$ cat config.mk
export PLATFORM = sky130hd
export DESIGN_NAME = gauge_angle_sincos
export DESIGN_NICKNAME = d
export VERILOG_FILES = /design/src/rtl/gauge_sc_pkg.sv /design/src/rtl/gauge_sc_qrom.sv /design/src/rtl/gauge_sc_fold.sv /design/src/rtl/gauge_angle_sincos.sv
export SDC_FILE = /design/constraint.sdc
export NUM_CORES = 1
export LEC_CHECK = 0
export CORE_ASPECT_RATIO = 2
export CORE_MARGIN = 4
export CORE_UTILIZATION = 43
export CTS_CLUSTER_DIAMETER = 50
export DETAILED_ROUTE_END_ITERATION = 10
export DONT_BUFFER_PORTS = 1
export PLACE_DENSITY = 0.69
export RECOVER_POWER = 50
export SETUP_SLACK_MARGIN = 0.05
export SYNTH_ARGS = -nofsm -noshare
export SYNTH_HDL_FRONTEND = slang
export SYNTH_HIERARCHICAL = 1
export SYNTH_SLANG_ARGS = --single-unit
$ cat constraint.sdc
create_clock -name clk -period 5.4 [get_ports clk]
set_clock_uncertainty 0.2 [all_clocks]
set_input_delay 0.81 -clock clk [delete_from_list [all_inputs] [get_ports clk]]
set_output_delay 0.81 -clock clk [all_outputs]
set_load 0.01 [all_outputs]
$ cat src/rtl/gauge_sc_pkg.sv
package gauge_sc_pkg;

    typedef enum logic [1:0] {
        QUAD_I   = 2'd0,
        QUAD_II  = 2'd1,
        QUAD_III = 2'd2,
        QUAD_IV  = 2'd3
    } quad_e;

    localparam real PI_R = 3.14159265358979323846;

    // Quarter-wave magnitude for table slot k, taken half a slot past k.
    function automatic int unsigned quarter_mag(input int k, input int depth, input int full_scale);
        real x;
        real term;
        real acc;
        x    = (real'(k) + 0.5) * PI_R / (2.0 * real'(depth));
        term = x;
        acc  = x;
        for (int n = 1; n < 12; n++) begin
            term = -term * x * x / real'((2 * n) * (2 * n + 1));
            acc  = acc + term;
        end
        return $rtoi(acc * real'(full_scale) + 0.5);
    endfunction

endpackage

$ cat src/rtl/gauge_sc_qrom.sv
module gauge_sc_qrom #(
    parameter int IDX_W = 8,
    parameter int MAG_W = 11
) (
    input  logic [IDX_W-1:0] idx_a,
    input  logic [IDX_W-1:0] idx_b,
    output logic [MAG_W-1:0] mag_a,
    output logic [MAG_W-1:0] mag_b
);
    import gauge_sc_pkg::*;

    localparam int DEPTH = 2 ** IDX_W;
    localparam int FULL  = 2 ** MAG_W - 1;

    logic [MAG_W-1:0] tab [DEPTH];

    for (genvar gk = 0; gk < DEPTH; gk++) begin : g_slot
        localparam int unsigned SLOT_VAL = quarter_mag(gk, DEPTH, FULL);
        assign tab[gk] = SLOT_VAL[MAG_W-1:0];
    end

    assign mag_a = tab[idx_a];
    assign mag_b = tab[idx_b];

endmodule

$ cat src/rtl/gauge_sc_fold.sv
module gauge_sc_fold #(
    parameter int CODE_W = 10,
    parameter int AMP_W  = 12
) (
    input  logic [CODE_W-1:0]       code,
    output logic signed [AMP_W-1:0] sin_val,
    output logic signed [AMP_W-1:0] cos_val
);
    import gauge_sc_pkg::*;

    localparam int STEP_W = CODE_W - 3;
    localparam int IDX_W  = CODE_W - 2;
    localparam int MAG_W  = AMP_W - 1;

    logic [2:0]        octant;
    logic [STEP_W-1:0] step;
    quad_e             quad;
    logic [IDX_W-1:0]  fwd_idx;
    logic [IDX_W-1:0]  rev_idx;
    logic [MAG_W-1:0]  fwd_mag;
    logic [MAG_W-1:0]  rev_mag;
    logic signed [AMP_W-1:0] fwd_s;
    logic signed [AMP_W-1:0] rev_s;

    assign octant  = code[CODE_W-1 -: 3];
    assign step    = code[STEP_W-1:0];
    assign quad    = quad_e'(octant[2:1]);
    assign fwd_idx = {octant[0], step};
    assign rev_idx = ~fwd_idx;

    gauge_sc_qrom #(
        .IDX_W (IDX_W),
        .MAG_W (MAG_W)
    ) u_qrom (
        .idx_a (fwd_idx),
        .idx_b (rev_idx),
        .mag_a (fwd_mag),
        .mag_b (rev_mag)
    );

    assign fwd_s = signed'({1'b0, fwd_mag});
    assign rev_s = signed'({1'b0, rev_mag});

    always_comb begin
        unique case (quad)
            QUAD_I:   begin sin_val =  fwd_s; cos_val =  rev_s; end
            QUAD_II:  begin sin_val =  rev_s; cos_val = -fwd_s; end
            QUAD_III: begin sin_val = -fwd_s; cos_val = -rev_s; end
            default:  begin sin_val = -rev_s; cos_val =  fwd_s; end
        endcase
    end

endmodule

$ cat src/rtl/gauge_angle_sincos.sv
module gauge_angle_sincos #(
    parameter int CODE_W = 10,
    parameter int AMP_W  = 12
) (
    input  logic                    clk,
    input  logic                    rst,
    input  logic [CODE_W-1:0]       angle_code,
    input  logic                    load,
    input  logic                    out_en,
    output logic signed [AMP_W-1:0] sin_out,
    output logic signed [AMP_W-1:0] cos_out,
    output logic                    valid
);
    logic [CODE_W-1:0]       code_q;
    logic                    loaded_q;
    logic [CODE_W-1:0]       code_sel;
    logic                    have_code;
    logic signed [AMP_W-1:0] sin_nx;
    logic signed [AMP_W-1:0] cos_nx;

    assign code_sel  = load ? angle_code : code_q;
    assign have_code = load | loaded_q;

    gauge_sc_fold #(
        .CODE_W (CODE_W),
        .AMP_W  (AMP_W)
    ) u_fold (
        .code    (code_sel),
        .sin_val (sin_nx),
        .cos_val (cos_nx)
    );

    always_ff @(posedge clk) begin
        if (rst) begin
            code_q   <= '0;
            loaded_q <= 1'b0;
            sin_out  <= '0;
            cos_out  <= '0;
            valid    <= 1'b0;
        end else begin
            if (load) begin
                code_q   <= angle_code;
                loaded_q <= 1'b1;
            end
            if (out_en && have_code) begin
                sin_out <= sin_nx;
                cos_out <= cos_nx;
                valid   <= 1'b1;
            end else begin
                sin_out <= '0;
                cos_out <= '0;
                valid   <= 1'b0;
            end
        end
    end

endmodule

==> results of run 1 <==
## kinds of logic (layout without fill, tap and decap cells)
| family | Yosys count | after routing | share of synthesized area (%) |
|---|---|---|---|
| AOI/OAI and AO/OA | 466 | 466 | 37.5 |
| muxes | 40 | 40 | 7.76 |
| adders and majority gates | 31 | 31 | 4.58 |
| and+or+nand+nor | 463 | 463 | 29.6 |
| xor gates and xnor gates | 9 | 9 | 1.25 |
| DFF | 36 | 36 | 8.57 |
| buffers and inverters | 171 | 177 | 10.7 |
## state kept, by name, summed over array words and instances (netlist names)
| signal | cells |
|---|---|
| sin_out | 12 |
| valid | 1 |
| cos_out | 12 |
| code_q | 10 |
| loaded_q | 1 |
## area by class of cell
class	instances	area share, %
timing repair buffer	132	11.9
clock inverter	3	0.204
sequential	36	7.82
inverter	37	1.51
tap	259	3.51
clock buffer	5	1.36
multi-input combinational	1009	73.7
## power groups by stage
stage                     clock network (mW)  registers (mW)  logic (mW)
after floorplan                            0           0.302       0.940
after global placement                     0           0.307        1.48
after detailed placement                   0           0.307        1.46
after CTS                              0.323           0.301        1.47
after global routing                   0.335           0.303        1.63
final                                  0.325           0.301        1.56
## critical path: cells and delay by family
kind,cells,cell delay [ns]
AO/OA/AOI/OAI,7,2.12
multiplexers,2,0.53
buffers and inverters,2,0.34
AND/OR/NAND/NOR,2,0.74
adder cells (fa/ha/maj),2,0.62
## metal layers
layer | global-route usage (%) | part of all wire [%] | vias to the layer above
met5 | 1.67 | 0.079 | -
li1 | - | - | 4604
met4 | 52.7 | 15 | 4
met2 | 75.7 | 48 | 899
met3 | 13.5 | 8.3 | 454
met1 | 38.5 | 28 | 5082
## final timing paths
check        depth (start not counted)  startpoint         end  slack (ns)
max reg2reg                         15   code_q[0]  cos_out[6]        0.49
min reg2reg                          2   code_q[0]   code_q[0]        0.47
max                                 15        load  cos_out[6]        0.23
min                                  1         rst   code_q[4]        0.36
## per-stage QoR
step | util (%) | cell area, um2
floorplan | - | 8410
global placement | 47.1 | 9080
detailed placement | 47.1 | 9080
CTS | 47.8 | 9220
global route | 47.8 | 9220
finish | 47.8 | 9220
## cell usage in the layout (no fill, tap or decap), types with 9 or more instances in the layout
master	Yosys	layout
mux4_2	16	16
o22ai_1	13	13
nand3_1	35	35
buf_4	16	122
nor4_1	11	11
nand2_1	105	105
nor3b_1	10	10
a31oi_1	25	25
nand2b_1	32	32
nor3_1	44	44
o21ai_1	13	13
inv_1	31	28
nor3b_2	20	20
a211oi_1	25	25
nor2b_1	36	36
or3_1	11	11
nand4_1	10	10
o31ai_1	12	12
o311ai_0	11	11
and2_1	9	9
buf_12	0	9
a221oi_1	14	14
a21oi_1	113	113
o21ai_0	97	97
ha_1	30	30
mux2i_1	9	9
nor2_1	101	101
dfxtp_1	36	36
o211ai_1	23	23
==> results.toml, run 1 <==
[logic_synthesis]
seq_area_frac_synth_pct = 8.57
syn_area_um2 = 8410
synth.most_common_cell = "a21oi_1"
ys_types = 97
async_flop_share_pct = 0
synth.net_count = 1260
synth-edff-count = 0
avgSynthCellArea_um2 = 6.92
synthTopCellsByCount = "113 x a21oi_1, 105 x nand2_1, 101 x nor2_1, 97 x o21ai_0, 55 x buf_2"
ys_top_cells_by_area = "dfxtp_1 8.6%, a21oi_1 6.7%, o21ai_0 5.8%, nand2_1 4.7%, nor2_1 4.5%"
yosysWarningCount = 6
yosys.area.top_type = "dfxtp_1"
synth_top_area_share_pct = 8.57
synthCells = 1216
ys_ff_latch = 36
yosys_most_used_dff = "dfxtp_1"

[outcome]
outcome = "finished, violations left"
violations = "capacitance limit, slew limit"

[floorplanning]
die-area_um2 = 22000
rows = 72
io_pins = 39
start_util_pct = 43.6
die_h_um = 206
core_um2 = 19300
die_w_um = 107

[clock_tree]
clkTransAtPathRegs_ns = 0.08
cts-root-buf = "clkbuf_16"
postCtsSetupBuffers = 0
cts_tree = "done"
ctsResizeCount = 0
cts.sinks = 36
cts_made_buffers = 5
insertion_delay_ns = 0.31
htreeDepth = 2
ctsHoldBuffers = 0
clock_path_buffers = 2

[detailed_routing]
drc = 0
drt-total-wl_um = 49600
final_antenna_net_count = 0
drtIter0Drc = 1154
drt-pass1-iter-count = 7
viasPerCell = 7.46
vias = 11043
wire_per_inst_um = 33.5

[timing]
clock.fmax_ghz = 0.194
finalSetupViolations = 0
relSlewSlack_pct = -1.04
fin_crit_sh_pct = 95.7
hold_violations = 0
slew_viol_final = 30
tightest_slew_ns = 1.52
grt_setup_unrepaired = "no"
fin_crit_ns = 5.17
setup_tns_ns = 0
timing.hold.ws_ns = 0.360
setup_slack_ns = 0.234

[global_routing]
grt_max_degree = 72
antenna_found_initial = 1
grt_usage_pct = 45.1
grt_overflow = 0
grt_pass1_vias = 10903
grt_first_pass_wirelength_um = 73400

[placement]
dp_hpwl_um = 37300
routabilityCongestion = 1.10
post-place-ws_ns = 0.165
io_buffers = 0
post-place-cells = 1473

[setup_path]
cp.arrival_ns = 5.19
slowest_stage = "a221oi_1"
worstPathRequired_ns = 5.42
end_kind = "register"
cp_max_fo = 15
cp_cell_sequence = "mux2_4 > buf_4 > ha_1 > o21ai_1 > a221oi_1 > a211oi_1 > a211oi_1 > a31oi_1 > inv_1 > ha_1 > or3b_1 > o31ai_4 > mux4_2 > o311a_1 > nor3b_2"
max_stage_delay_ns = 0.81
path_class = "in2reg"
crit_path_start_kind = "primary input"

[power]
share_comb_of_total_power_pct = 71.4
ir_drop_uv = 168
p_per_area_nw_per_um2 = 237
internal-power_mw = 1.01
p_clk_share_pct = 14.9
p_sw_mw = 1.18
p_total_mw = 2.19
power_frac_seq_pct = 13.8
p_leak_nw = 3.39
switching_share_pct = 53.7

[finish]
final_cells = 1481
antennaDiodeCount = 0
multi_input_area_um2 = 6790
seq_area_um2 = 721
n_fill_cell = 2098
syn2layout_area_growth_pct = 9.59
num-nets-final = 1265
drive_gt1_share_pct = 18.4

[min_path]
hp-class = "in2reg"

[flow_run]
maxCapViolCount = 1
Note: power is estimated with default switching activity, not from simulation.
==> inputs of run 2 (changes only) <==
--- a/config.mk
+++ b/config.mk
@@ -6,7 +6,7 @@
 export NUM_CORES = 1
 export LEC_CHECK = 0
 export CORE_ASPECT_RATIO = 2
-export CORE_MARGIN = 4
+export CORE_MARGIN = 2
 export CORE_UTILIZATION = 43
 export CTS_CLUSTER_DIAMETER = 50
 export DETAILED_ROUTE_END_ITERATION = 10
==> run 2 against run 1 <==
The flow still finishes with violations (capacitance limit, slew limit). Worst hold slack better by 0.011 ns. Clock power increased by 18%. Non-clock buffer count shrank 20. Die area shrank 5.6%. Final cell count is 1.4% lower. Sequential power hardly changed. Critical endpoint is now cos_out[7]. Largest power group unchanged.
==> results.toml, run 2 (synthesis results as in run 1) <==
[setup_path]
cp.arrival_ns = 5.22
path_class = "in2reg"
slowest_stage = "a31oi_1"
end_kind = "register"
max_stage_delay_ns = 0.96
crit_family = "compound AO/OA/AOI/OAI gates"
worstPathRequired_ns = 5.27
crit_path_start_kind = "primary input"
cp_max_fo = 12
cp_cell_sequence = "mux2_4 > inv_1 > inv_1 > ha_1 > nand2b_1 > a31oi_1 > o21ai_0 > and4_1 > a31oi_1 > buf_4 > nor3_1 > buf_4 > a211oi_1 > o21ai_0 > o211a_1 > nor3b_2"
path_buf_inv = 4

[power]
power_frac_seq_pct = 13.7
internal-power_mw = 1.06
p_per_area_nw_per_um2 = 242
switching_share_pct = 51.5
ir_drop_uv = 245
p_leak_nw = 3.29
p_clk_share_pct = 17.5
p_sw_mw = 1.13
p_total_mw = 2.19
share_comb_of_total_power_pct = 68.8

[timing]
fin_crit_sh_pct = 99.1
relSlewSlack_pct = -61.7
tightest_slew_ns = 2.42
fin_crit_ns = 5.35
grt_setup_unrepaired = "no"
finalSetupViolations = 0
slew_viol_final = 27
setup_tns_ns = 0
clock.fmax_ghz = 0.187
hold_violations = 0

[clock_tree]
htreeDepth = 2
cts-root-buf = "clkbuf_16"
insertion_delay_ns = 0.30
cts_tree = "done"
cts_made_buffers = 5
postCtsSetupBuffers = 0
cts.sinks = 36
clkTransAtPathRegs_ns = 0.07
ctsResizeCount = 0
ctsHoldBuffers = 0
clock_path_buffers = 2

[detailed_routing]
drtIter0Drc = 1199
drt-pass1-iter-count = 6
wire_per_inst_um = 31.5
drt-total-wl_um = 46100
vias = 10915
final_antenna_net_count = 0
drc = 0
viasPerCell = 7.47

[finish]
syn2layout_area_growth_pct = 7.61
multi_input_area_um2 = 6760
postLayoutCoreUtil_pct = 47.0
final_cells = 1461
final_common_cell = "a21oi_1"
reg.largest.list = "cos_out x12, sin_out x12, code_q x10"
antennaDiodeCount = 0
n_fill_cell = 2087
drive_gt1_share_pct = 16.6
final_cell_mix = "113 x a21oi_1, 105 x nand2_1, 104 x buf_4"
seq_area_um2 = 721
num-nets-final = 1245

[global_routing]
grt_first_pass_wirelength_um = 68600
grt_overflow = 0
grt_max_degree = 62
antenna_found_initial = 1
grt_pass1_vias = 10715
grt_usage_pct = 44.7

[outcome]
violations = "capacitance limit, slew limit"
outcome = "finished, violations left"

[min_path]
hp-class = "in2reg"

[floorplanning]
die_h_um = 202
start_util_pct = 43.6
die-area_um2 = 20800
io_pins = 39
rows = 72
die_w_um = 103
core_um2 = 19300

[flow_run]
maxCapViolCount = 1

[placement]
routabilityCongestion = 1.12
io_buffers = 0
dp_hpwl_um = 33700
post-place-cells = 1453
==> run 2: changes by cell type in the layout (fill, tap and decap cells not counted), moves of 2 or more <==
| cell | change |
|---|---|
| mux2_1 | +3 |
| clkbuf_8 | +2 |
| clkinv_2 | -2 |
| mux2_4 | -4 |
| buf_4 | -18 |
| buf_12 | -2 |
==> run 2: final timing paths <==
check	cells past startpoint	end	slack [ns]	from
min reg2reg	2	code_q[1]	0.57	code_q[1]
min	1	loaded_q	0.37	rst
max	16	cos_out[7]	0.05	load
max reg2reg	16	cos_out[7]	0.26	code_q[1]
==> run 2: final cells by class <==
| type | count | area share (%) |
|---|---|---|
| Multi-Input combinational cell | 1009 | 74.7 |
| Timing Repair Buffer | 112 | 10.2 |
| Sequential cell | 36 | 7.96 |
| Tap cell | 259 | 3.58 |
| Clock buffer | 7 | 1.69 |
| Inverter | 37 | 1.53 |
| Clock inverter | 1 | 0.332 |
==> run 2: per-stage QoR <==
step	hold slack, ns	setup WS (ns)	cell area, um2
3_5_place_dp	0.456	0.281	8900
5_1_grt	0.368	0.0834	9050
6_report	0.371	0.0471	9050
3_3_place_gp	0.458	0.350	8900
2_1_floorplan	0.350	0.179	8410
4_1_cts	0.364	0.573	9080
==> run 2: per-layer routing <==
layer	vias to the layer above	GRT usage, %	routed length, um
met4	2	47.2	6710
li1	4565	-	-
met1	5028	40.7	13000
met2	918	71.4	21600
met3	402	15.2	4710
met5	-	2.82	11
==> run 2: power groups by stage <==
stage / registers, mW / clock network, mW / logic (mW)
floorplan: 0.302 / 0 / 0.940
detailed placement: 0.307 / 0 / 1.40
global route: 0.302 / 0.399 / 1.57
finish: 0.301 / 0.383 / 1.51
global placement: 0.308 / 0 / 1.40
CTS: 0.301 / 0.385 / 1.41
==> run 2: worst register-to-register path: cells and delay by family, from the launching register on <==
kind | cells | cell delay, ns
simple gates | 4 | 0.92
flops | 1 | 0.32
buf+inv | 4 | 0.68
mux | 1 | 0.35
compound gates | 6 | 1.87
fa+ha+maj | 1 | 0.56
==> inputs of run 3 (changes only) <==
--- a/config.mk
+++ b/config.mk
@@ -11,7 +11,6 @@
 export CTS_CLUSTER_DIAMETER = 50
 export DETAILED_ROUTE_END_ITERATION = 10
 export DONT_BUFFER_PORTS = 1
-export PLACE_DENSITY = 0.69
 export RECOVER_POWER = 50
 export SETUP_SLACK_MARGIN = 0.05
 export SYNTH_ARGS = -nofsm -noshare
==> constraint.sdc (replaced) <==
create_clock -name clk -period 4.8 [get_ports clk]
set_clock_uncertainty 0.2 [all_clocks]
set_input_delay 0.72 -clock clk [delete_from_list [all_inputs] [get_ports clk]]
set_output_delay 0.72 -clock clk [all_outputs]
set_load 0.01 [all_outputs]
==> run 3 against run 2 <==
The run now ends clean. Critical endpoint is now cos_out[10]. Non-clock buffer count is 105 higher. Sequential cell count unchanged. Largest power group unchanged. Critical path depth down 1.
==> results.toml, run 3 (synthesis results as in run 1) <==
[clock_tree]
postCtsSetupBuffers = 0
clock_path_buffers = 2
cts-root-buf = "clkbuf_16"
cts_tree = "done"
clkTransAtPathRegs_ns = 0.06
insertion_delay_ns = 0.28
cts.sinks = 36
htreeDepth = 2
cts_made_buffers = 5

[placement]
io_buffers = 0
dp_hpwl_um = 35900
post-place-ws_ns = -0.0912
routabilityCongestion = 1.09

[finish]
final_cell_mix = "205 x buf_4, 113 x a21oi_1, 105 x nand2_1"
final_common_cell = "buf_4"
num-nets-final = 1350
n_fill_cell = 2043
postLayoutCoreUtil_pct = 51.8
syn2layout_area_growth_pct = 18.8
reg.largest.list = "cos_out x12, sin_out x12, code_q x10"
drive_gt1_share_pct = 24.9

[power]
p_per_area_nw_per_um2 = 257
p_total_mw = 2.57
p_leak_nw = 3.83
ir_drop_uv = 154

[setup_path]
cpMostUsedCell = "inv_1"
end_kind = "register"
worstPathRequired_ns = 4.74
path_buf_inv = 3
cp.arrival_ns = 4.61
slowest_stage = "nor4b_2"
cp_max_fo = 18
path_class = "in2reg"
cp_cell_sequence = "mux2_4 > inv_1 > inv_1 > ha_4 > or2_1 > a311oi_1 > a21oi_1 > a31oi_1 > a32oi_1 > buf_4 > nor4b_2 > nand4b_1 > xor2_1 > o221a_2 > nor3b_2"
max_stage_delay_ns = 0.47
crit_path_start_kind = "primary input"
crit_family = "simple AND/OR/NAND/NOR gates"

[flow_run]
maxCapViolCount = 0

[timing]
finalSetupViolations = 0
clock.fmax_ghz = 0.214
tightest_slew_ns = 1.03
grt_setup_unrepaired = "no"
hold_violations = 0
slew_viol_final = 0
fin_crit_ns = 4.68
timing.hold.ws_ns = 0.307
setup_tns_ns = 0
fin_crit_sh_pct = 97.4
setup_slack_ns = 0.125
relSlewSlack_pct = 31.5

[detailed_routing]
viasPerCell = 7.07
drtIter0Drc = 1013
vias = 11080
drc = 0
drt-total-wl_um = 47500
wire_per_inst_um = 30.3
final_antenna_net_count = 0
drt-pass1-iter-count = 6

[floorplanning]
rows = 72
die_h_um = 202
io_pins = 39
start_util_pct = 43.6
core_um2 = 19300
die_w_um = 103
die-area_um2 = 20800

[global_routing]
grt_max_degree = 62
grt_pass1_vias = 10642
grt_first_pass_wirelength_um = 70400
grt_overflow = 0
grt_usage_pct = 45.9
antenna_found_initial = 1

[min_path]
hp-class = "in2reg"

[outcome]
outcome = "finished clean"
## run 3: layer usage
layer  up-vias  track usage [%]  share of wire (%)
li1       4769                -                  -
met1      5132             44.4                 30
met2       825             74.1                 48
met3       354             13.7                8.8
met4         0             44.4                 14
met5         -            0.256                  0
## run 3: where the power goes
group	switching [mW]	total (mW)	internal, mW
sequential	0.0184	0.339	0.320
clock	0.131	0.375	0.244
combinational	1.13	1.86	0.729
## run 3: repair_timing
item                       in CTS  in global routing
resized for setup               0                 12
hold buffers                    0                  0
setup endpoints to repair       0                 15
## run 3: path summary, 6_finish.rpt
kind / start / endpoint / slack (ns) / depth (start not counted)
min reg2reg: loaded_q / loaded_q / 0.46 / 2
max reg2reg: code_q[0] / cos_out[10] / 0.30 / 15
max: load / cos_out[10] / 0.12 / 15
min: rst / code_q[2] / 0.31 / 1
## run 3: final cells by class
cell class / count / area [um2] / area share, %
multi-input cells: 1009 / 6860 / 68.6
well taps: 259 / 324 / 3.24
inverters: 37 / 145 / 1.45
diodes: 1 / 2.50 / 0.0250
repair buffers: 217 / 1780 / 17.8
clock buffers: 6 / 129 / 1.29
flip-flops and latches: 36 / 721 / 7.21
clock inverters: 2 / 35.0 / 0.350
## run 3: per-stage QoR
| step | std cells | area (um2) |
|---|---|---|
| 6_report | 1567 | 10000 |
| 5_1_grt | 1566 | 9990 |
| 4_1_cts | 1566 | 9960 |
| 3_5_place_dp | 1558 | 9800 |
| 3_3_place_gp | 1558 | 9800 |
| 2_1_floorplan | 1216 | 8480 |
